--- config.mk ---
export PLATFORM = sky130hd
export DESIGN_NAME = alc_engine
export DESIGN_NICKNAME = d
export VERILOG_FILES = /design/src/rtl/alc_pkg.sv /design/src/rtl/alc_level_detect.sv /design/src/rtl/alc_step_timer.sv /design/src/rtl/alc_gain_core.sv /design/src/rtl/alc_zc_gate.sv /design/src/rtl/alc_engine.sv
export SDC_FILE = /design/constraint.sdc
export NUM_CORES = 1
export LEC_CHECK = 0
export BUFFER_PORTS_ARGS = -buffer_cell sky130_fd_sc_hd__clkbuf_2
export CORE_UTILIZATION = 50
export DETAILED_ROUTE_END_ITERATION = 6
export PLACE_DENSITY = 0.74
export SLEW_MARGIN = 25
export SYNTH_ARGS = -nofsm -noshare
export SYNTH_HDL_FRONTEND = slang
export SYNTH_SLANG_ARGS = --single-unit
--- constraint.sdc ---
create_clock -name clk -period 4.6 [get_ports clk]
set_input_delay 0.46 -clock clk [delete_from_list [all_inputs] [get_ports clk]]
set_output_delay 0.46 -clock clk [all_outputs]
set_load 0.03 [all_outputs]
--- src/rtl/alc_pkg.sv ---
package alc_pkg;

   typedef enum logic [1:0] {
      MODE_OFF   = 2'b00,
      MODE_RIGHT = 2'b01,
      MODE_LEFT  = 2'b10,
      MODE_BOTH  = 2'b11
   } alc_mode_e;

   localparam int GAIN_CODE_W = 6;

   // Fraction of full scale (Q16) for each target code, 1.5 dB apart.
   function automatic logic [15:0] target_frac(input logic [3:0] code);
      case (code)
         4'd0:  return 16'd2463;
         4'd1:  return 16'd2927;
         4'd2:  return 16'd3479;
         4'd3:  return 16'd4135;
         4'd4:  return 16'd4915;
         4'd5:  return 16'd5841;
         4'd6:  return 16'd6942;
         4'd7:  return 16'd8250;
         4'd8:  return 16'd9806;
         4'd9:  return 16'd11654;
         4'd10: return 16'd13851;
         4'd11: return 16'd16462;
         4'd12: return 16'd19565;
         4'd13: return 16'd23253;
         4'd14: return 16'd27636;
         default: return 16'd32846;
      endcase
   endfunction

   // Gain ceiling: limit code m maps to gain code 8*m+7.
   function automatic logic [GAIN_CODE_W-1:0] ceiling_code(input logic [2:0] m);
      return {m, 3'b111};
   endfunction

   function automatic int timer_width(input longint a, input longint b, input longint c);
      longint m;
      m = a;
      if (b > m) m = b;
      if (c > m) m = c;
      return $clog2(m + 1);
   endfunction

endpackage

--- src/rtl/alc_level_detect.sv ---
module alc_level_detect import alc_pkg::*; #(
   parameter int SAMPLE_W = 16
) (
   input  logic [SAMPLE_W-1:0] smp_l,
   input  logic [SAMPLE_W-1:0] smp_r,
   input  alc_mode_e           mode,
   input  logic [SAMPLE_W-1:0] thr,
   output logic                at_target,
   output logic                over,
   output logic                sign_bit
);
   logic [SAMPLE_W-1:0] mag [2];
   logic [SAMPLE_W-1:0] mag_sel;

   for (genvar c = 0; c < 2; c++) begin : g_abs
      logic [SAMPLE_W-1:0] raw;
      assign raw    = (c == 0) ? smp_l : smp_r;
      assign mag[c] = raw[SAMPLE_W-1] ? (~raw + 1'b1) : raw;
   end

   always_comb begin
      case (mode)
         MODE_RIGHT: mag_sel = mag[1];
         MODE_LEFT:  mag_sel = mag[0];
         default:    mag_sel = (mag[0] > mag[1]) ? mag[0] : mag[1];
      endcase
   end

   assign at_target = (mag_sel >= thr);
   assign over      = (mag_sel > thr);
   assign sign_bit  = (mode == MODE_RIGHT) ? smp_r[SAMPLE_W-1] : smp_l[SAMPLE_W-1];

   // anything over the threshold is also at target
   always_comb begin
      a_over_implies_hit_r7: assert (!over || at_target);
   end
endmodule

--- src/rtl/alc_step_timer.sv ---
module alc_step_timer #(
   parameter int CNT_W = 12
) (
   input  logic             clk,
   input  logic             rst_n,
   input  logic             clr,
   input  logic             adv,
   input  logic [CNT_W-1:0] len,
   output logic             tick
);
   logic [CNT_W-1:0] cnt_q;
   logic             at_end;

   assign at_end = (cnt_q >= len - 1'b1);
   assign tick   = adv && !clr && at_end;

   always_ff @(posedge clk or negedge rst_n) begin
      if (!rst_n)          cnt_q <= '0;
      else if (clr)        cnt_q <= '0;
      else if (adv) begin
         if (at_end)       cnt_q <= '0;
         else              cnt_q <= cnt_q + 1'b1;
      end
   end

   // count resets after every tick
   p_wrap_r4: assert property (@(posedge clk) disable iff (!rst_n)
      tick |=> (cnt_q == '0))
      else $error("timer did not restart after tick");
endmodule

--- src/rtl/alc_gain_core.sv ---
module alc_gain_core import alc_pkg::*; #(
   parameter int TMR_W     = 16,
   parameter int INIT_GAIN = 23
) (
   input  logic                   clk,
   input  logic                   rst_n,
   input  logic                   strobe,
   input  logic                   active,
   input  logic                   at_target,
   input  logic                   over,
   input  logic [TMR_W-1:0]       hold_len,
   input  logic [TMR_W-1:0]       dcy_len,
   input  logic [TMR_W-1:0]       atk_len,
   input  logic [GAIN_CODE_W-1:0] ceiling,
   output logic [GAIN_CODE_W-1:0] loop_gain
);
   logic [GAIN_CODE_W-1:0] loop_q;
   logic [TMR_W-1:0]       hold_q;
   logic                   over_q, over_now;
   logic                   atk_tick, dcy_tick, step_dn, step_up, held;

   assign held     = (hold_q >= hold_len);
   assign over_now = over_q || over;
   assign step_dn  = atk_tick && over_now && (loop_q != '0);
   assign step_up  = dcy_tick && !step_dn && (loop_q < ceiling);

   alc_step_timer #(.CNT_W(TMR_W)) u_atk (
      .clk(clk), .rst_n(rst_n), .clr(!active), .adv(strobe && active),
      .len(atk_len), .tick(atk_tick));

   alc_step_timer #(.CNT_W(TMR_W)) u_dcy (
      .clk(clk), .rst_n(rst_n), .clr(!active || (strobe && at_target)),
      .adv(strobe && active && !at_target && held),
      .len(dcy_len), .tick(dcy_tick));

   always_ff @(posedge clk or negedge rst_n) begin
      if (!rst_n) begin
         loop_q <= GAIN_CODE_W'(INIT_GAIN);
         hold_q <= '0;
         over_q <= 1'b0;
      end else if (!active) begin
         hold_q <= '0;
         over_q <= 1'b0;
      end else if (strobe) begin
         if (at_target)   hold_q <= '0;
         else if (!held)  hold_q <= hold_q + 1'b1;
         over_q <= atk_tick ? 1'b0 : over_now;
         if (step_dn)      loop_q <= loop_q - 1'b1;
         else if (step_up) loop_q <= loop_q + 1'b1;
      end
   end

   assign loop_gain = loop_q;

   p_cap_r2: assert property (@(posedge clk) disable iff (!rst_n)
      (loop_q > $past(loop_q)) |-> (loop_q <= $past(ceiling)))
      else $error("gain rose above ceiling");
   p_single_step_r4: assert property (@(posedge clk) disable iff (!rst_n)
      (loop_q != $past(loop_q)) |->
      ((loop_q == $past(loop_q) + 1'b1) || (loop_q == $past(loop_q) - 1'b1)))
      else $error("gain moved by more than one code");
   p_floor_r8: assert property (@(posedge clk) disable iff (!rst_n)
      ($past(loop_q) == '0) |-> (loop_q <= GAIN_CODE_W'(1)))
      else $error("gain wrapped below zero");
   p_frozen_r1: assert property (@(posedge clk) disable iff (!rst_n)
      (!active || !strobe) |=> $stable(loop_q))
      else $error("loop gain moved without an active strobe");
endmodule

--- src/rtl/alc_zc_gate.sv ---
module alc_zc_gate import alc_pkg::*; #(
   parameter int ZC_TIMEOUT = 2048,
   parameter int INIT_GAIN  = 23
) (
   input  logic                   clk,
   input  logic                   rst_n,
   input  logic                   strobe,
   input  logic                   zc_en,
   input  logic                   sign_bit,
   input  logic [GAIN_CODE_W-1:0] loop_gain,
   output logic [GAIN_CODE_W-1:0] applied
);
   localparam int TMO_W = $clog2(ZC_TIMEOUT);

   logic [GAIN_CODE_W-1:0] applied_q;
   logic [TMO_W-1:0]       tmo_q;
   logic                   prev_sign_q, pending, crossed, expired;

   assign pending = (applied_q != loop_gain);
   assign crossed = (sign_bit != prev_sign_q);
   assign expired = (tmo_q == TMO_W'(ZC_TIMEOUT - 1));

   always_ff @(posedge clk or negedge rst_n) begin
      if (!rst_n) begin
         applied_q   <= GAIN_CODE_W'(INIT_GAIN);
         tmo_q       <= '0;
         prev_sign_q <= 1'b0;
      end else begin
         if (strobe) prev_sign_q <= sign_bit;
         if (!zc_en) begin
            applied_q <= loop_gain;
            tmo_q     <= '0;
         end else if (strobe) begin
            if (!pending) tmo_q <= '0;
            else if (crossed || expired) begin
               applied_q <= loop_gain;
               tmo_q     <= '0;
            end else tmo_q <= tmo_q + 1'b1;
         end
      end
   end

   assign applied = zc_en ? applied_q : loop_gain;

   p_no_overflow_r11: assert property (@(posedge clk) disable iff (!rst_n)
      32'(tmo_q) < ZC_TIMEOUT)
      else $error("zero-cross timeout counter overran");
   p_gate_r10: assert property (@(posedge clk) disable iff (!rst_n)
      (zc_en && !strobe) |=> $stable(applied_q))
      else $error("gated gain changed without a strobe");
endmodule

--- src/rtl/alc_engine.sv ---
module alc_engine import alc_pkg::*; #(
   parameter int SAMPLE_W    = 16,
   parameter int HOLD_UNIT   = 128,
   parameter int DECAY_UNIT  = 1152,
   parameter int ATTACK_UNIT = 288,
   parameter int ZC_TIMEOUT  = 2048,
   parameter int INIT_GAIN   = 23
) (
   input  logic                   clk,
   input  logic                   rst_n,
   input  logic                   smp_strobe,
   input  logic [SAMPLE_W-1:0]    smp_left,
   input  logic [SAMPLE_W-1:0]    smp_right,
   input  logic [1:0]             cfg_mode,
   input  logic                   cfg_zc_en,
   input  logic [2:0]             cfg_max_gain,
   input  logic [3:0]             cfg_target,
   input  logic [3:0]             cfg_hold,
   input  logic [3:0]             cfg_decay,
   input  logic [3:0]             cfg_attack,
   input  logic [GAIN_CODE_W-1:0] man_gain_left,
   input  logic [GAIN_CODE_W-1:0] man_gain_right,
   output logic [GAIN_CODE_W-1:0] gain_left,
   output logic [GAIN_CODE_W-1:0] gain_right
);
   localparam int TMR_W = timer_width(longint'(HOLD_UNIT) <<< 14,
                                      longint'(DECAY_UNIT) <<< 10,
                                      longint'(ATTACK_UNIT) <<< 10);
   localparam int PROD_W = SAMPLE_W + 16;
   localparam logic [SAMPLE_W-1:0] FULL_SCALE = {1'b0, {(SAMPLE_W-1){1'b1}}};

   if (SAMPLE_W < 8 || SAMPLE_W > 32) begin : g_bad_width
      $error("SAMPLE_W out of range");
   end
   if (HOLD_UNIT < 1 || DECAY_UNIT < 1 || ATTACK_UNIT < 1) begin : g_bad_unit
      $error("time units must be positive");
   end
   if (ZC_TIMEOUT < 2) begin : g_bad_tmo
      $error("ZC_TIMEOUT must be at least 2");
   end
   if (INIT_GAIN < 0 || INIT_GAIN > 63) begin : g_bad_init
      $error("INIT_GAIN outside gain code range");
   end

   alc_mode_e              mode;
   logic                   active, at_target, over, sign_bit;
   logic [PROD_W-1:0]      prod;
   logic [SAMPLE_W-1:0]    thr;
   logic [TMR_W-1:0]       hold_len, dcy_len, atk_len;
   logic [3:0]             dcy_sh, atk_sh;
   logic [GAIN_CODE_W-1:0] loop_gain, cur_gain;

   assign mode   = alc_mode_e'(cfg_mode);
   assign active = (mode != MODE_OFF);
   assign prod   = PROD_W'(FULL_SCALE) * PROD_W'(target_frac(cfg_target));
   assign thr    = prod[PROD_W-1:16];

   assign dcy_sh   = (cfg_decay  > 4'd10) ? 4'd10 : cfg_decay;
   assign atk_sh   = (cfg_attack > 4'd10) ? 4'd10 : cfg_attack;
   assign hold_len = (cfg_hold == 4'd0) ? '0 : (TMR_W'(HOLD_UNIT) << (cfg_hold - 4'd1));
   assign dcy_len  = TMR_W'(DECAY_UNIT) << dcy_sh;
   assign atk_len  = TMR_W'(ATTACK_UNIT) << atk_sh;

   alc_level_detect #(.SAMPLE_W(SAMPLE_W)) u_lvl (
      .smp_l(smp_left), .smp_r(smp_right), .mode(mode), .thr(thr),
      .at_target(at_target), .over(over), .sign_bit(sign_bit));

   alc_gain_core #(.TMR_W(TMR_W), .INIT_GAIN(INIT_GAIN)) u_core (
      .clk(clk), .rst_n(rst_n), .strobe(smp_strobe), .active(active),
      .at_target(at_target), .over(over), .hold_len(hold_len),
      .dcy_len(dcy_len), .atk_len(atk_len),
      .ceiling(ceiling_code(cfg_max_gain)), .loop_gain(loop_gain));

   alc_zc_gate #(.ZC_TIMEOUT(ZC_TIMEOUT), .INIT_GAIN(INIT_GAIN)) u_zc (
      .clk(clk), .rst_n(rst_n), .strobe(smp_strobe && active), .zc_en(cfg_zc_en),
      .sign_bit(sign_bit), .loop_gain(loop_gain), .applied(cur_gain));

   // Channel 0 is left (driven by mode bit 1), channel 1 is right (mode bit 0).
   logic [GAIN_CODE_W-1:0] ch_out [2];
   for (genvar c = 0; c < 2; c++) begin : g_chan
      logic [GAIN_CODE_W-1:0] manual;
      assign manual    = (c == 0) ? man_gain_left : man_gain_right;
      assign ch_out[c] = cfg_mode[1-c] ? cur_gain : manual;
   end
   assign gain_left  = ch_out[0];
   assign gain_right = ch_out[1];

   p_manual_r1: assert property (@(posedge clk) disable iff (!rst_n)
      (cfg_mode == 2'b00) |-> ((gain_left == man_gain_left) && (gain_right == man_gain_right)))
      else $error("loop gain leaked out while off");
endmodule

== Word-level counts from Yosys, hierarchy flattened ==
Memories as Yosys holds them, arrays and structs flattened.
Index checks and enable logic that the tools add are counted.
Storage, ports and cells
  flip-flop bits (word level): 91
  bits in read-only memories: 256
  input port bits: 69
  memories: 1
Memories
  (no name shown): words 16, width 16, read ports 1, clocked after memory_dff 0, write ports 0, line alc_pkg.sv:14  | case (code)
Cells by class
  add/subtract/negate cells: 11
  multiply operators: 1
  magnitude comparators: 9
  eq/ne operators: 11
  shift operators: 3
  multiplexer cells: 34
  bitwise logic cells: 2
  reduce and logical (&&, ||, !) cells: 27
Operators with widths (count)
  $mux 22: 11
  $add 22x1->22 const B: 3
  $ge 22x22->1: 3
  $mux 6: 9
  $mux 16: 3
  $mux 11: 4
  $sub 22x1->22 const B: 2
  $add 16x1->16 const B: 2
  $not 16->16: 2
  $pmux 16 s2: 1
  $mul 15x16->31 const A: 1
  $shl 11x4->22 const A: 1
  $shl 8x4->22 const A: 1
  $shl 9x4->22 const A: 1
  $ge 16x15->1: 1
  $gt 16x15->1: 1
  $gt 16x16->1: 1
  $logic_and 1x1->1: 12
  $add 11x1->11 const B: 1
  $eq 11x11->1 const B: 1
  $gt 4x4->1 const B: 2
  $mux 4: 2
  $add 6x1->6 const B: 1
  $lt 6x6->1: 1
  17 further kinds: 31

== Depth between registers and ports, before layout ==
Gate-level depths: netlist (run 1).
  word-level depth: 16
  depth in mapped cells: 46
  gate-level depth less buffers: 46

== By module ==
Synthesis (run 1) repeated with hierarchy kept, for this count alone.
Second synthesis, totals
  cell total of the unflattened synthesis: 1792
  area total of the unflattened synthesis: 15506.1 um^2
By module, submodules not included
  alc_engine: times used 1, cells each 665, area an instance 5931.9 um^2
  alc_step_timer: times used 2, cells each 269, area an instance 2257.2 um^2
  alc_gain_core: times used 1, cells each 267, area an instance 2387.3 um^2
  alc_level_detect: times used 1, cells each 223, area an instance 1609.0 um^2
  alc_zc_gate: times used 1, cells each 99, area an instance 1063.5 um^2

== Worst setup path before layout (run 1) ==
OpenSTA, ideal clock, no wires.
  path kind: in2reg
  from: in cfg_target[2]
  to: reg u_core.loop_q[5] (netlist: u_core.loop_gain[5])
  data arrival time: 9.632 ns
  slack: -5.112 ns
  cell stages on the path: 39
  path buffers: 3
  cells stage by stage: clkbuf_1 -> clkbuf_1 -> clkbuf_1 -> mux2_2 -> mux2_2 -> fa_1 -> inv_1 -> fa_1 -> inv_1 -> fa_1 -> fa_1 -> fa_1 -> inv_1 -> fa_1 -> inv_1 -> ha_1 -> nand2_1 -> nor4_1 -> (+3 left out) -> a21oi_1 -> o21bai_1 -> xnor2_1 -> ha_1 -> nand3_1 -> nor4_1 -> a21oi_1 -> o311ai_4 -> inv_1 -> ha_1 -> a21o_1 -> a21oi_1 -> o21bai_1 -> a21oi_1 -> nor2_1 -> and4_1 -> mux2i_1 -> xnor2_1
On the way
  word-level cells in the longest chain between the ends: 12
  elaborated cells on any way between the ends: 21
  those cells by class: mul: 1; order compare: 2; mux: 1; reduce/logical: 16; memory: 1
Ends and longest elaborated chain
  start: declaration: line alc_engine.sv:17  | input logic [3:0] cfg_target,
  $mem_v2 16x16 *
  $mul 15x16->31 *: line alc_engine.sv:55  | assign prod = PROD_W'(FULL_SCALE) * PROD_W'(target_frac(cfg_target));
  $ge 16x15->1: line alc_level_detect.sv:29  | assign at_target = (mag_sel >= thr);
  $logic_not 1->1 / $logic_and 1x1->1 (equally long branches): line alc_gain_core.sv:33, alc_gain_core.sv:32
  $logic_and 1x1->1 / $logic_or 1x1->1 (equally long branches): line alc_gain_core.sv:33, alc_gain_core.sv:32
  $logic_and 1x1->1 / $logic_not 1->1 (equally long branches): line alc_gain_core.sv:33, alc_step_timer.sv:15
  $logic_and 1x1->1 (2 in series): line alc_step_timer.sv:15  | assign tick = adv && !clr && at_end;
  $logic_and 1x1->1 (2 in series): line alc_gain_core.sv:25  | assign step_up = dcy_tick && !step_dn && (loop_q < ceiling);
  $reduce_bool 2->1 (no line)
  $reduce_and 3->1 (no line)
  end signal: assignment: line alc_gain_core.sv:38  | loop_q <= GAIN_CODE_W'(INIT_GAIN);
  end signal: assignment: line alc_gain_core.sv:48  | if (step_dn) loop_q <= loop_q - 1'b1;
  end signal: assignment: line alc_gain_core.sv:49  | else if (step_up) loop_q <= loop_q + 1'b1;
  end: declaration: line alc_gain_core.sv:17  | logic [GAIN_CODE_W-1:0] loop_q;
Mark *: on every way between the ends. The rest lies on a longest branch, timed or not.
A chain may end at the register's enable or synchronous reset.

== Final worst setup path (run 1) ==
  from: in cfg_target[1]
  to: reg u_core.loop_q[5] (netlist: u_core.loop_gain[5])
The elaborated chain is that of the path after synthesis.

==> flow_results.org, run 1 <==
** Run status
- Status :: complete, but fails checks
- Violated checks :: negative setup slack

** Cells and area
- Fin area :: between 15000 and 20000 um2
- Final core area utilization :: between 60% and 70%
- Number of diodes :: 0
- Post-route non-filler standard cell count :: 2430
- Filler Cell Count :: 2032
- Storage element area :: 2290 um2
- At the end of the flow, the number of nets in the layout was between 2000 and 2500.
- From synthesis to final layout, the design area changed by 32.2%.
- Of the cells placed in the final design, the portion with a size suffix greater than 1 is just under 30%.
- In the final layout, the multi-input gates occupy about 12000 um2.

** Floorplanning
- IO Count :: between 80 and 90
- Effective utilization at floorplan :: 51.4%
- The core region is 27300 um2.
- In this run the vertical extent of the chip is ~170 um.
- The die covers 28700 um2.
- In this run the horizontal extent of the chip is between 150 and 200 um.
- The initialized floorplan defines 60 standard-cell rows.

** Setup path
- R2r startpoint :: u_core.u_atk.cnt_q[13]
- The worst setup path is captured at a register.
- CP Data Required Time :: approximately 4.9 ns
- STA puts the critical path data arrival time at approximately 9.1 ns.
- Most common cell on crit path :: sky130_fd_sc_hd__inv_1
- For this design, the slowest cell found on the critical path is sky130_fd_sc_hd__fa_1.
- On the worst path, the slowest cell contributes a delay of between 0.5 and 0.6 ns.
- The worst register-to-register path has a depth of 17.
- Cell family with the largest share of critical-path delay :: adder cells
- CP bufs+invs :: 10
- Terminus of the critical flop-to-flop path :: u_core.loop_gain[5]
- For flop-to-flop paths, the worst setup slack is approximately 1.2 ns.
- The critical path is of the in2reg type.
- Along the worst path, the maximum fanout reaches 5.
- The worst setup path is launched from an input port.

** Timing
- Setup repair after global routing could not meet its margin everywhere.
- Static timing analysis puts the maximum clock frequency at 114 MHz.
- Relative max-transition margin :: 47.7%
- The count of endpoints failing hold in the final timing report came to 0.
- Setup violations remaining at the end of the flow were counted as 51.
- The number of slew-limit violations in the final report is 0.
- Measured slew at the worst slew-check pin :: a little under 0.8 ns
- Clock skew :: between 0.007 and 0.008 ns
- Final worst slack :: -4.19 ns
- Final critical-path share of the clock period :: 191%
- Tmin final :: between 8 and 9 ns
- Adding up every negative setup slack in the final design gives -198.01 ns.

** Yosys
- Synthesis produced approximately 1700 cells.
- Yosys warning count :: 0
- After synthesis the netlist holds a flip-flop and latch count of 91.
- Yosys mapped a number of flops with a built-in enable equal to 0.
- Fraction of registers with async set or reset after synthesis :: 100%
- Most common flop cell mapped by yosys :: sky130_fd_sc_hd__dfrtp_1
- Synthesis instantiated 79 different standard cells from the library.
- A synthesized cell averages 8.35 um2.
- The number of nets in the synthesized netlist is 2044.
- Sequential elements use 16.3% of the synthesized area.
- Syn Std Cell Area :: approximately 14000 um2

** CTS
- TritonCTS sink count :: 91
- In this run the clock root is driven by a sky130_fd_sc_hd__clkbuf_16.
- CTS built an H-tree with a depth of 3.
- Clock tree synthesis inserted a total of 9 buffers.
- TritonCTS clock tree :: yes
- Clock-pin slew on the worst setup and hold paths :: 0.07 ns
- Post-cts hold buffer count :: 0
- Latest clock arrival within the worst-skew pair :: 0.35 ns
- Largest buffer count on any clock path :: 2

** Detailed routing
- Summed over all layers, the routed wires come to 39200 um.
- After the first detailed-routing iteration, the DRC count stood at 857.
- The count of nets left with antenna violations once routing finished came out at 0.
- After detailed routing, the number of remaining DRC violations is 0.
- Dividing the detail-routed wire length by the instance count gives about 16 um.
- Dividing the detail-routed via count by the number of cells gives 5.67.
- For this run, the detailed router's first-pass iteration total came to 5.
- DR vias :: 13800

** Min path
- The path class of the tightest hold or removal check is in2async.

** Global routing
- Total routing resource utilization after global routing :: a little over a quarter
- Vias in the first global route :: 13800
- Number of antenna violations at the first check in global routing :: 0
- Global-route wire length before repair :: between 60000 and 70000 um
- GRT Residual Overflow :: 0
- Entering global routing, the biggest net connects 48 pins.

** Place
- Once placement finished, the instance area stood at about 17000 um2.
- # port buffers :: 80
- Once placement completed, the tool counted placed cells totaling around 2400.
- Detailed placement finished with a half-perimeter wire length of between 30000 and 40000 um.
- RD Place Congestion :: 0.927

** Job
- Max-cap violations in this run came to 0.
## per-layer routing
metal	vias up	GRT usage, %	share of wire, %
li1	6615	-	-
met2	325	48.8	52
met3	87	2.78	3.3
met5	-	0	0
met1	6762	32.0	42
met4	0	8.97	2.8
## registers in the layout, indices dropped and copies added, names as in the netlist
| register | count |
|---|---|
| u_zc.prev_sign_q | 1 |
| u_core.u_atk.cnt_q | 22 |
| u_core.loop_gain | 6 |
| u_core.u_dcy.cnt_q | 22 |
| u_zc.applied_q | 6 |
| u_core.hold_q | 22 |
| u_core.over_q | 1 |
| u_zc.tmo_q | 11 |
## timing repair
item,4_1_cts,5_1_grt
cloned,1,0
resized for setup,67,81
pin swaps,20,40
endpoints found under the setup margin,51,51
buffers inserted,29,10
## cell families after synthesis
kind of cell	Yosys count	share of synthesized area (%)
AO/OA/AOI/OAI	401	18.4
XOR/XNOR	115	7.19
adder cells (fa/ha/maj)	297	31.4
buffers and inverters	237	6.49
flip-flops	91	16.3
multiplexers	34	2.55
AND/OR/NAND/NOR	503	17.7
## cell usage after synthesis, types with 9 or more instances
cell,number,area [um2]
sky130_fd_sc_hd__nor2_1,127,477
sky130_fd_sc_hd__ha_1,206,2580
sky130_fd_sc_hd__nor4_1,13,81.3
sky130_fd_sc_hd__nand3_1,49,245
sky130_fd_sc_hd__a21o_1,39,293
sky130_fd_sc_hd__a21oi_1,121,606
sky130_fd_sc_hd__nand2b_1,19,119
sky130_fd_sc_hd__o31ai_1,23,173
sky130_fd_sc_hd__mux2_2,14,158
sky130_fd_sc_hd__clkbuf_1,42,158
sky130_fd_sc_hd__fa_1,91,1820
sky130_fd_sc_hd__mux2i_1,20,200
sky130_fd_sc_hd__xor2_1,55,482
sky130_fd_sc_hd__nand4_1,22,138
sky130_fd_sc_hd__a211oi_1,17,128
sky130_fd_sc_hd__and2_1,10,62.6
sky130_fd_sc_hd__o21ai_0,100,500
sky130_fd_sc_hd__or3_1,19,119
sky130_fd_sc_hd__o211ai_1,9,67.6
sky130_fd_sc_hd__nor2b_1,22,138
sky130_fd_sc_hd__nand2_1,135,507
sky130_fd_sc_hd__xnor2_1,60,526
sky130_fd_sc_hd__a211o_1,14,123
sky130_fd_sc_hd__nor3_1,33,165
sky130_fd_sc_hd__inv_1,185,694
sky130_fd_sc_hd__dfrtp_1,83,2080
sky130_fd_sc_hd__and3_1,15,93.8
## worst max-delay path by stage
stage                              from                   to  slack [ns]  depth (start not counted)
after CTS                 cfg_target[1]  u_core.loop_gain[5]       -4.13                         47
final                     cfg_target[1]  u_core.loop_gain[5]       -4.19                         44
after global routing      cfg_target[0]  u_core.loop_gain[5]       -4.57                         44
after detailed placement  cfg_target[1]  u_core.loop_gain[5]       -4.63                         46
after global placement    cfg_target[0]  u_core.loop_gain[5]       -4.27                         43
after floorplan           cfg_target[2]  u_core.loop_gain[5]       -4.14                         38
## cells in the final DEF, fill, tap and decap left out, types with 9 or more instances in the layout
master and count:
sky130_fd_sc_hd__buf_4 308, sky130_fd_sc_hd__ha_1 189, sky130_fd_sc_hd__inv_1 174, sky130_fd_sc_hd__nand2_1 129, sky130_fd_sc_hd__nor2_1 119, sky130_fd_sc_hd__a21oi_1 101, sky130_fd_sc_hd__o21ai_0 89, sky130_fd_sc_hd__fa_1 86
sky130_fd_sc_hd__dfrtp_1 83, sky130_fd_sc_hd__clkbuf_2 76, sky130_fd_sc_hd__xnor2_1 51, sky130_fd_sc_hd__xor2_1 50, sky130_fd_sc_hd__nand3_1 43, sky130_fd_sc_hd__a21o_1 38, sky130_fd_sc_hd__nor3_1 29, sky130_fd_sc_hd__buf_6 24
sky130_fd_sc_hd__nand4_1 22, sky130_fd_sc_hd__o31ai_1 21, sky130_fd_sc_hd__nor2b_1 21, sky130_fd_sc_hd__mux2i_1 19, sky130_fd_sc_hd__nand2b_1 18, sky130_fd_sc_hd__or3_1 17, sky130_fd_sc_hd__a21oi_2 17, sky130_fd_sc_hd__a211o_1 14
sky130_fd_sc_hd__a211oi_1 13, sky130_fd_sc_hd__and3_1 13, sky130_fd_sc_hd__ha_4 12, sky130_fd_sc_hd__inv_2 10, sky130_fd_sc_hd__and2_1 10, sky130_fd_sc_hd__o211ai_1 9, sky130_fd_sc_hd__xnor2_2 9, sky130_fd_sc_hd__clkbuf_16 9
## per-stage QoR
step                hold WS [ns]  worst slack, ns
finish                     0.103            -4.19
global route               0.158            -4.57
CTS                        0.133            -4.13
detailed placement         0.500            -4.63
global placement           0.474            -4.27
floorplan                  0.164            -4.14
## area by class of cell
| type | instances | share of cell area, % |
|---|---|---|
| multi-input combinational | 1350 | 62.8 |
| sequential | 91 | 12.4 |
| clock inverter | 5 | 0.405 |
| inverter | 185 | 3.76 |
| timing repair buffer | 416 | 16.8 |
| tap | 372 | 2.51 |
| clock buffer | 11 | 1.36 |
## worst register-to-register path: cells and delay by family, from the launching register on
| kind | cells | cell delay (ns) |
|---|---|---|
| buf+inv | 1 | 0.12 |
| compound gates | 8 | 1.50 |
| xor+xnor | 1 | 0.14 |
| fa+ha+maj | 2 | 0.56 |
| mux | 1 | 0.16 |
| simple gates | 4 | 0.43 |
| flops | 1 | 0.46 |
Power of run 1 is not shown: default switching activity piles up to over one toggle a cycle in this logic, so the estimate is an artifact.
==> inputs of run 2 (changes only) <==
- MAX_ROUTING_LAYER: default -> met4
- SYNTH_HIERARCHICAL: default -> 1
==> run 2 against run 1 <==
The run ends with design-rule violations, negative setup slack left; synthesized cell count is 6.8% higher; highest routed layer unchanged; cell area is 13% higher; via count is 9.3% higher; wire length is 12% higher; setup slack better by 0.13 ns; non-clock buffer count is 51 higher; utilization is 0.45 points higher; sequential share of layout area is 1.4 points lower.
==> flow_results.org, run 2 <==
** Cells and area
- The number of inserted diodes came to 0 (unchanged).
- Compared with the post-synthesis result, the final layout area differs by 34.9%.
- The library cells used most frequently in the layout, excluding fill and tap cells, are 350 x sky130_fd_sc_hd__buf_4, 217 x sky130_fd_sc_hd__inv_1, 205 x sky130_fd_sc_hd__ha_1.
- Biggest regs :: u_core/hold_q: 22 flops, u_core/u_atk/cnt_q: 22 flops, u_core/u_dcy/cnt_q: 22 flops
- The final net count was 2657 (+9.8%).
- Fraction of layout cells with a size suffix above 1 :: 34.1% (+4.7 points)
- The library cell used most frequently in the layout, excluding fill and tap cells, is sky130_fd_sc_hd__buf_4.

** Floorplanning
- The number of placed I/O pins is 81 (unchanged).
- The starting utilization of the core area is 50.7% (-0.73 points).
- Core Box Area :: 30600 um2 (+12%)
- Site Rows :: 64 (+6.7%)
- The height of the chip was 178 um (+5.1%).
- The die footprint came to 31700 um2 (+11%).
- Die Span X :: 178 um (+5.1%)

** Global routing
- The pin count of the biggest net entering global routing is 63 (+31%).
- Global-route wire length before repair :: 69000 um (+9.8%)
- Vias in the first global route :: 15000 (+8.6%)
- The global-route congestion overflow total is 0 (unchanged).
- Number of antenna violations at the first check in global routing :: 0 (unchanged)
- Total routing resource utilization after global routing :: 27.2% (+0.71 points)

** Detailed routing
- The average wire per cell in the routed design was 16.4 um (+2.0%).
- The DRC violation count after routing came to 2 (+2).
- The number of antenna-violating nets in the routed design came to 0 (unchanged).
- Drt initial violations :: 861 (+0.47%)
- The mean number of vias per cell is 5.65 (-0.45%).
- The via count came to 15100 (+9.3%).
- The routed wire length is 43900 um (+12%).
- Number of optimization iterations in the first detailed-route pass :: 7 (+2)

** Timing
- The number of failing setup endpoints in the final timing report came to 51 (unchanged).
- Setup repair after global routing missed its margin :: yes
- Measured slew at the worst slew-check pin :: 0.841 ns (+0.0562 ns)
- Final worst slack :: -4.06 ns (+0.132 ns)
- Hold_ws :: 0.182 ns (+0.0785 ns)
- Upper clock frequency limit :: 115 MHz (+1.5%)
- Final critical-path share of the clock period :: 188% (-2.9 points)
- Slew Viols, Final :: 0 (unchanged)
- Clock skew :: 0.00814 ns (+0.000753 ns)
- Tmin final :: 8.66 ns (-0.132 ns)
- Final number of hold-violating endpoints :: 0 (unchanged)
- Relative max-transition margin :: 43.9% (-3.7 points)

** CTS
- TritonCTS built the clock tree.
- The clock input transition at the sequential cells of the worst setup and hold paths came to 0.07 ns (about the same).
- The clock latency of the later-clocked register in the worst-skew pair came to 0.35 ns (about the same).
- The maximum level of the CTS H-tree was 3 (unchanged).
- The number of buffers between clock root and the deepest sink was 2 (unchanged).
- CTS root buffer :: sky130_fd_sc_hd__clkbuf_16
- TritonCTS sink count :: 91 (unchanged)
- The clock buffer count from CTS is 9 (unchanged).
- The hold buffer count at cts was 0 (unchanged).

** Yosys
- Yosys warning count :: 6 (+6)
- Among all flip-flop cells after synthesis, the most frequent one is sky130_fd_sc_hd__dfrtp_1.
- The number of instances in the synthesized netlist is 1792 (+6.8%).
- The synthesized design spends more area on one cell type than any other, namely sky130_fd_sc_hd__ha_1.
- Syn Std Cell Area :: 15500 um2 (+11%)
- The share of the synthesized area in the top cell type is 18.4% (about the same).
- After synthesis, the cell types taking the most area are sky130_fd_sc_hd__ha_1 18%, sky130_fd_sc_hd__dfrtp_1 13%, sky130_fd_sc_hd__fa_1 12%.
- The most common cell in the synthesized netlist is sky130_fd_sc_hd__inv_1.
- After synthesis, the most frequently instantiated cells are 241 x sky130_fd_sc_hd__inv_1, 228 x sky130_fd_sc_hd__ha_1, 117 x sky130_fd_sc_hd__nand2_1.
- The count of unique library cells instantiated by Yosys was 96 (+22%).
- The post-synthesis register bit count came to 91 (unchanged).
- Portion of the post-synthesis area used by sequential elements :: 14.8% (-1.6 points)
- The number of enable-type register cells in the synthesized netlist came to 0 (unchanged).
- Mean post-synth cell area :: 8.65 um2 (+3.6%)
- The fraction of synthesis flops using an asynchronous set or reset pin was 100% (unchanged).

** Setup path
- The worst setup path is captured at a register.
- The arrival time of the worst setup path was 8.90 ns (-0.17 ns).
- CP Data Required Time :: 4.84 ns (-0.04 ns)
- Setup slack on the worst flop-to-flop path :: 0.87 ns (-0.31 ns)
- In this run the critical register-to-register path is captured at u_core/loop_gain[5].
- Among the stages of the critical path, the cell type that occurs most often is sky130_fd_sc_hd__fa_1.
- Cell depth of the worst flop-to-flop path :: 17 (unchanged)
- Worst stage delay on the critical path :: 0.56 ns (-0.03 ns)
- The worst register-to-register path begins at u_core/u_atk/cnt_q[13].
- The worst setup path is launched from an input port.
- The slowest stage of the critical path is the sky130_fd_sc_hd__fa_1 cell.
- CP bufs+invs :: 8 (-2)
- Critical path fanouts, max :: 5 (unchanged)
- Cell family with the largest share of critical-path delay :: adder cells
- WS Path Type :: in2reg

** Place
- The number of I/O port buffers came to 80 (unchanged).
- The half-perimeter wire length after detailed placement came to 32700 um (+7.8%).
- The final weighted congestion in routability-driven placement was 0.941 (+1.5%).

** Run status
- The flow ran to the end, but the final reports show violations.
- Violated checks :: design-rule violations, negative setup slack

** Min path
- In this run the worst hold path is classified as in2async.

** Job
- The max-capacitance violation count came to 0 (unchanged).
-- run 2: cell types whose count changed in the layout (fill, tap and decap cells not counted), sizes merged, moves of 22 or more --
cell / previous run / this run
inv: 185 / 240
conb: 0 / 51
a21oi: 123 / 76
buf: 339 / 386
nor2: 128 / 86
nand4: 22 / 58
o21ai: 101 / 67
o22ai: 6 / 39
a31oi: 7 / 35
and2: 10 / 32
ha: 206 / 228
-- run 2: area by class of cell --
cell class | instances | area [um2]
Fill cell | 2204 | 9660
Clock inverter | 2 | 35.0
Tap cell | 396 | 495
Sequential cell | 91 | 2290
Inverter | 241 | 923
Clock buffer | 14 | 264
Timing Repair Buffer | 467 | 3560
Multi-Input combinational cell | 1457 | 13400
-- run 2: how the worst max path moves through the flow --
stage / startpoint / end / cells past startpoint / slack, ns
finish: cfg_target[1] / u_core/loop_gain[3] / 37 / -4.06
floorplan: cfg_target[1] / u_core/loop_gain[3] / 44 / -3.69
detailed placement: cfg_target[1] / u_core/loop_gain[4] / 41 / -4.42
global placement: cfg_target[0] / u_core/loop_gain[4] / 38 / -4.27
global route: cfg_target[1] / u_core/loop_gain[3] / 42 / -4.40
CTS: cfg_target[1] / u_core/loop_gain[3] / 40 / -3.85
-- run 2: layer usage --
layer	vias up	share of wire [%]	routed length (um)	GRT usage, %
met1	7272	42	18400	33.8
li1	7240	-	-	-
met3	101	3.9	1720	2.96
met2	458	52	22600	47.2
met4	0	2.6	1140	6.27
met5	-	0	0	-
-- run 2: what timing repair did --
item	CTS	global route
buffers inserted	27	24
resized for setup	90	122
setup endpoints to repair	51	58
pin swaps	57	56
gates cloned	1	2
-- run 2: cell families after synthesis --
logic type	after synthesis	share of synthesized area, %
AND/OR/NAND/NOR	538	19.6
AO/OA/AOI/OAI	382	17.4
adder cells (fa/ha/maj)	321	30.4
buffers and inverters	293	7.62
XOR/XNOR	120	6.92
flip-flops	91	14.8
multiplexers	45	3.25
other	2	0.0484
-- run 2: worst register-to-register path: cells and delay by family, from the launching register on --
family	cells	cell delay, ns
AND/OR/NAND/NOR	5	0.86
adder cells (fa/ha/maj)	2	0.55
AO/OA/AOI/OAI	8	1.55
buffers and inverters	1	0.08
XOR/XNOR	1	0.13
flip-flops	1	0.50
-- run 2: metrics by stage --
stage	instance area [um2]	TNS [ns]	util, %	worst slack [ns]	std cells
after floorplan	16100	-162.86	-	-3.69	1841
after global placement	19200	-196.11	62.6	-4.27	2602
after detailed placement	19200	-202.11	62.6	-4.42	2602
after CTS	20100	-181.83	65.6	-3.85	2645
after global routing	20900	-208.71	68.4	-4.40	2668
final	20900	-192.79	68.4	-4.06	2668
Power of run 2 is left out for the same reason.
==> inputs of run 3 (changes only) <==
- RECOVER_POWER: default -> 25
==> run 3 against run 2 <==
The run ends with max-capacitance violations, max-slew violations, negative setup slack left; non-clock buffer count unchanged; cell area is essentially flat; wire length barely moved; via count about the same; count of clock-buffer cells in the layout is the same; critical path type unchanged.
==> flow_results.org, run 3 (synthesized netlist as in run 2, its figures left out) <==
** CTS
- TritonCTS sink count :: 91 (unchanged)
- TritonCTS clock tree :: yes
- Clock buffers created by TritonCTS :: 9 (unchanged)
- CTS root buffer :: sky130_fd_sc_hd__clkbuf_16
- Clock-pin slew on the worst setup and hold paths :: 0.07 ns (about the same)
- The maximum level of the CTS H-tree was 3 (unchanged).
- The number of buffers between clock root and the deepest sink came to 2 (unchanged).
- The clock latency of the later-clocked register in the worst-skew pair is 0.35 ns (about the same).

** Min path
- The min-delay analysis places its worst path in the category in2reg.
- Origin of the worst min-delay path :: smp_strobe

** Floorplanning
- The height of the chip was 178 um (unchanged).
- The horizontal die dimension was 178 um (unchanged).
- Core Box Area :: 30600 um2 (unchanged)
- The row count is 64 (unchanged).
- Die Area :: 31700 um2 (unchanged)
- The starting utilization of the core area came to 50.7% (unchanged).
- IO Count :: 81 (unchanged)

** Detailed routing
- Drt wl/cell :: 16.4 um (about the same)
- The initial DRC count is 861 (unchanged).
- Total Routed Length :: 43900 um (about the same)
- DR vias :: 15100 (-0.040%)
- Number of optimization iterations in the first detailed-route pass :: 6 (-1)
- The number of antenna-violating nets in the routed design is 0 (unchanged).
- Post-detailed-route DRC marker count :: 0 (-2)
- Via density per instance :: 5.65 (about the same)

** Timing
- Final number of hold-violating endpoints :: 0 (unchanged)
- The shortest period the worst path allows is 8.66 ns (+0.00337 ns).
- Upper clock frequency limit :: 115 MHz (about the same)
- Relative max-transition margin :: -133% (-180 points)
- Setup repair after global routing could not meet its margin everywhere.
- The slew at the pin closest to its max-slew limit was 3.50 ns (+2.66 ns).
- The ratio of final minimum period to clock period was 188% (about the same).
- Final worst slack :: -4.06 ns (-0.00337 ns)
- The final-layout worst hold slack was 0.448 ns (+0.267 ns).
- The number of failing setup endpoints in the final timing report came to 51 (unchanged).
- Clock skew :: 0.00847 ns (+0.000325 ns)
- Slew Viols, Final :: 63 (+63)

** Global routing
- The first-pass GRT wire length came to 69000 um (unchanged).
- The global-route congestion overflow total is 0 (unchanged).
- The via count of the first global-routing pass was 15000 (unchanged).
- The initial antenna violation count came to 0 (unchanged).
- The pin count of the biggest net entering global routing was 63 (unchanged).
- The global router's overall resource usage was 27.2% (unchanged).

** Cells and area
- The number of cells in the finished layout apart from fillers came to 2668 (unchanged).
- Syn-to-layout area delta :: 34.9% (about the same)
- Total Nets Final :: 2657 (unchanged)
- The largest registers in the layout are u_core/hold_q: 22 flops, u_core/u_atk/cnt_q: 22 flops, u_core/u_dcy/cnt_q: 22 flops.
- The number of inserted diodes came to 0 (unchanged).
- Most common cell after layout, fill and taps aside :: sky130_fd_sc_hd__buf_4
- In the layout the commonest cells are 349 x sky130_fd_sc_hd__buf_4, 217 x sky130_fd_sc_hd__inv_1, 205 x sky130_fd_sc_hd__ha_1.
- The ratio of cells with drive above 1 in the final layout is 34.0% (-0.044 points).

** Setup path
- CP Data Required Time :: 4.84 ns (about the same)
- Worst Setup Start Kind :: input port
- WS Path Type :: in2reg
- The largest fanout of any net on the critical path is 5 (unchanged).
- CP bufs+invs :: 8 (unchanged)
- For this design, the slowest cell found on the critical path is sky130_fd_sc_hd__fa_1.
- Cell family with the largest share of critical-path delay :: adder cells
- CP endpoint kind :: register
- Worst stage delay on the critical path :: 0.56 ns (about the same)
- Arrival time worst endpoint :: 8.90 ns (about the same)
- By instance count, the cell type seen most on the critical path is sky130_fd_sc_hd__fa_1.
- In this run the critical register-to-register path is launched from u_core/u_atk/cnt_q[13].
- Worst setup startpoint :: cfg_target[1]

** Place
- The total placed cells including tap cells came to 2602 (unchanged).
- The final weighted congestion in routability-driven placement was 0.941 (unchanged).
- The number of I/O port buffers was 80 (unchanged).
- The half-perimeter wire length after detailed placement is 32700 um (unchanged).

** Run status
- Status :: complete, but fails checks
- Violated checks :: max-capacitance violations, max-slew violations, negative setup slack

** Job
- Max-cap violations :: 1 (+1)
-- run 3: repair_timing --
item | 4_1_cts | 5_1_grt
gates resized for setup | 90 | 122
hold buffers | 0 | 0
pin swaps | 57 | 56
endpoints found under the hold margin | 0 | 0
buffers inserted | 27 | 24
endpoints found under the setup margin | 51 | 58
cloned | 1 | 2
-- run 3: path summary, 6_finish.rpt --
kind	end	slack, ns	depth (start not counted)
min in group asynchronous	u_core/u_dcy/cnt_q[9]	1.28	1
min reg2reg	u_zc/tmo_q[10]	0.52	1
max in group asynchronous	u_core/u_atk/cnt_q[18]	1.32	1
min	u_core/over_q	0.45	2
max	u_core/loop_gain[3]	-4.06	37
max reg2reg	u_core/loop_gain[5]	0.88	17
-- run 3: per-layer routing --
metal	GRT usage (%)	up-vias	part of all wire, %
li1	-	7243	-
met1	33.8	7270	42
met2	47.2	452	51
met3	2.96	100	3.8
met4	6.27	0	2.6
met5	-	-	0
-- run 3: worst register-to-register path: cells and delay by family, from the launching register on --
kind | cells | cell delay, ns
compound gates | 8 | 1.55
simple gates | 5 | 0.86
fa+ha+maj | 2 | 0.54
flops | 1 | 0.50
xor+xnor | 1 | 0.13
buf+inv | 1 | 0.08
-- run 3: stage by stage --
step | TNS [ns] | area [um2] | util (%) | setup WS [ns]
CTS | -181.83 | 20100 | 65.6 | -3.85
finish | -192.79 | 20900 | 68.4 | -4.06
floorplan | -162.86 | 16100 | - | -3.69
detailed placement | -202.11 | 19200 | 62.6 | -4.42
global placement | -196.11 | 19200 | 62.6 | -4.27
global route | -208.71 | 20900 | 68.4 | -4.40
-- run 3: layout make-up --
type	instances	area [um2]
multi-input cells	1457	13400
fillers	2204	9670
repair buffers	467	3560
flip-flops and latches	91	2290
inverters	241	923
well taps	396	495
clock buffers	14	264
clock inverters	2	35.0
Power of run 3 is left out for the same reason.
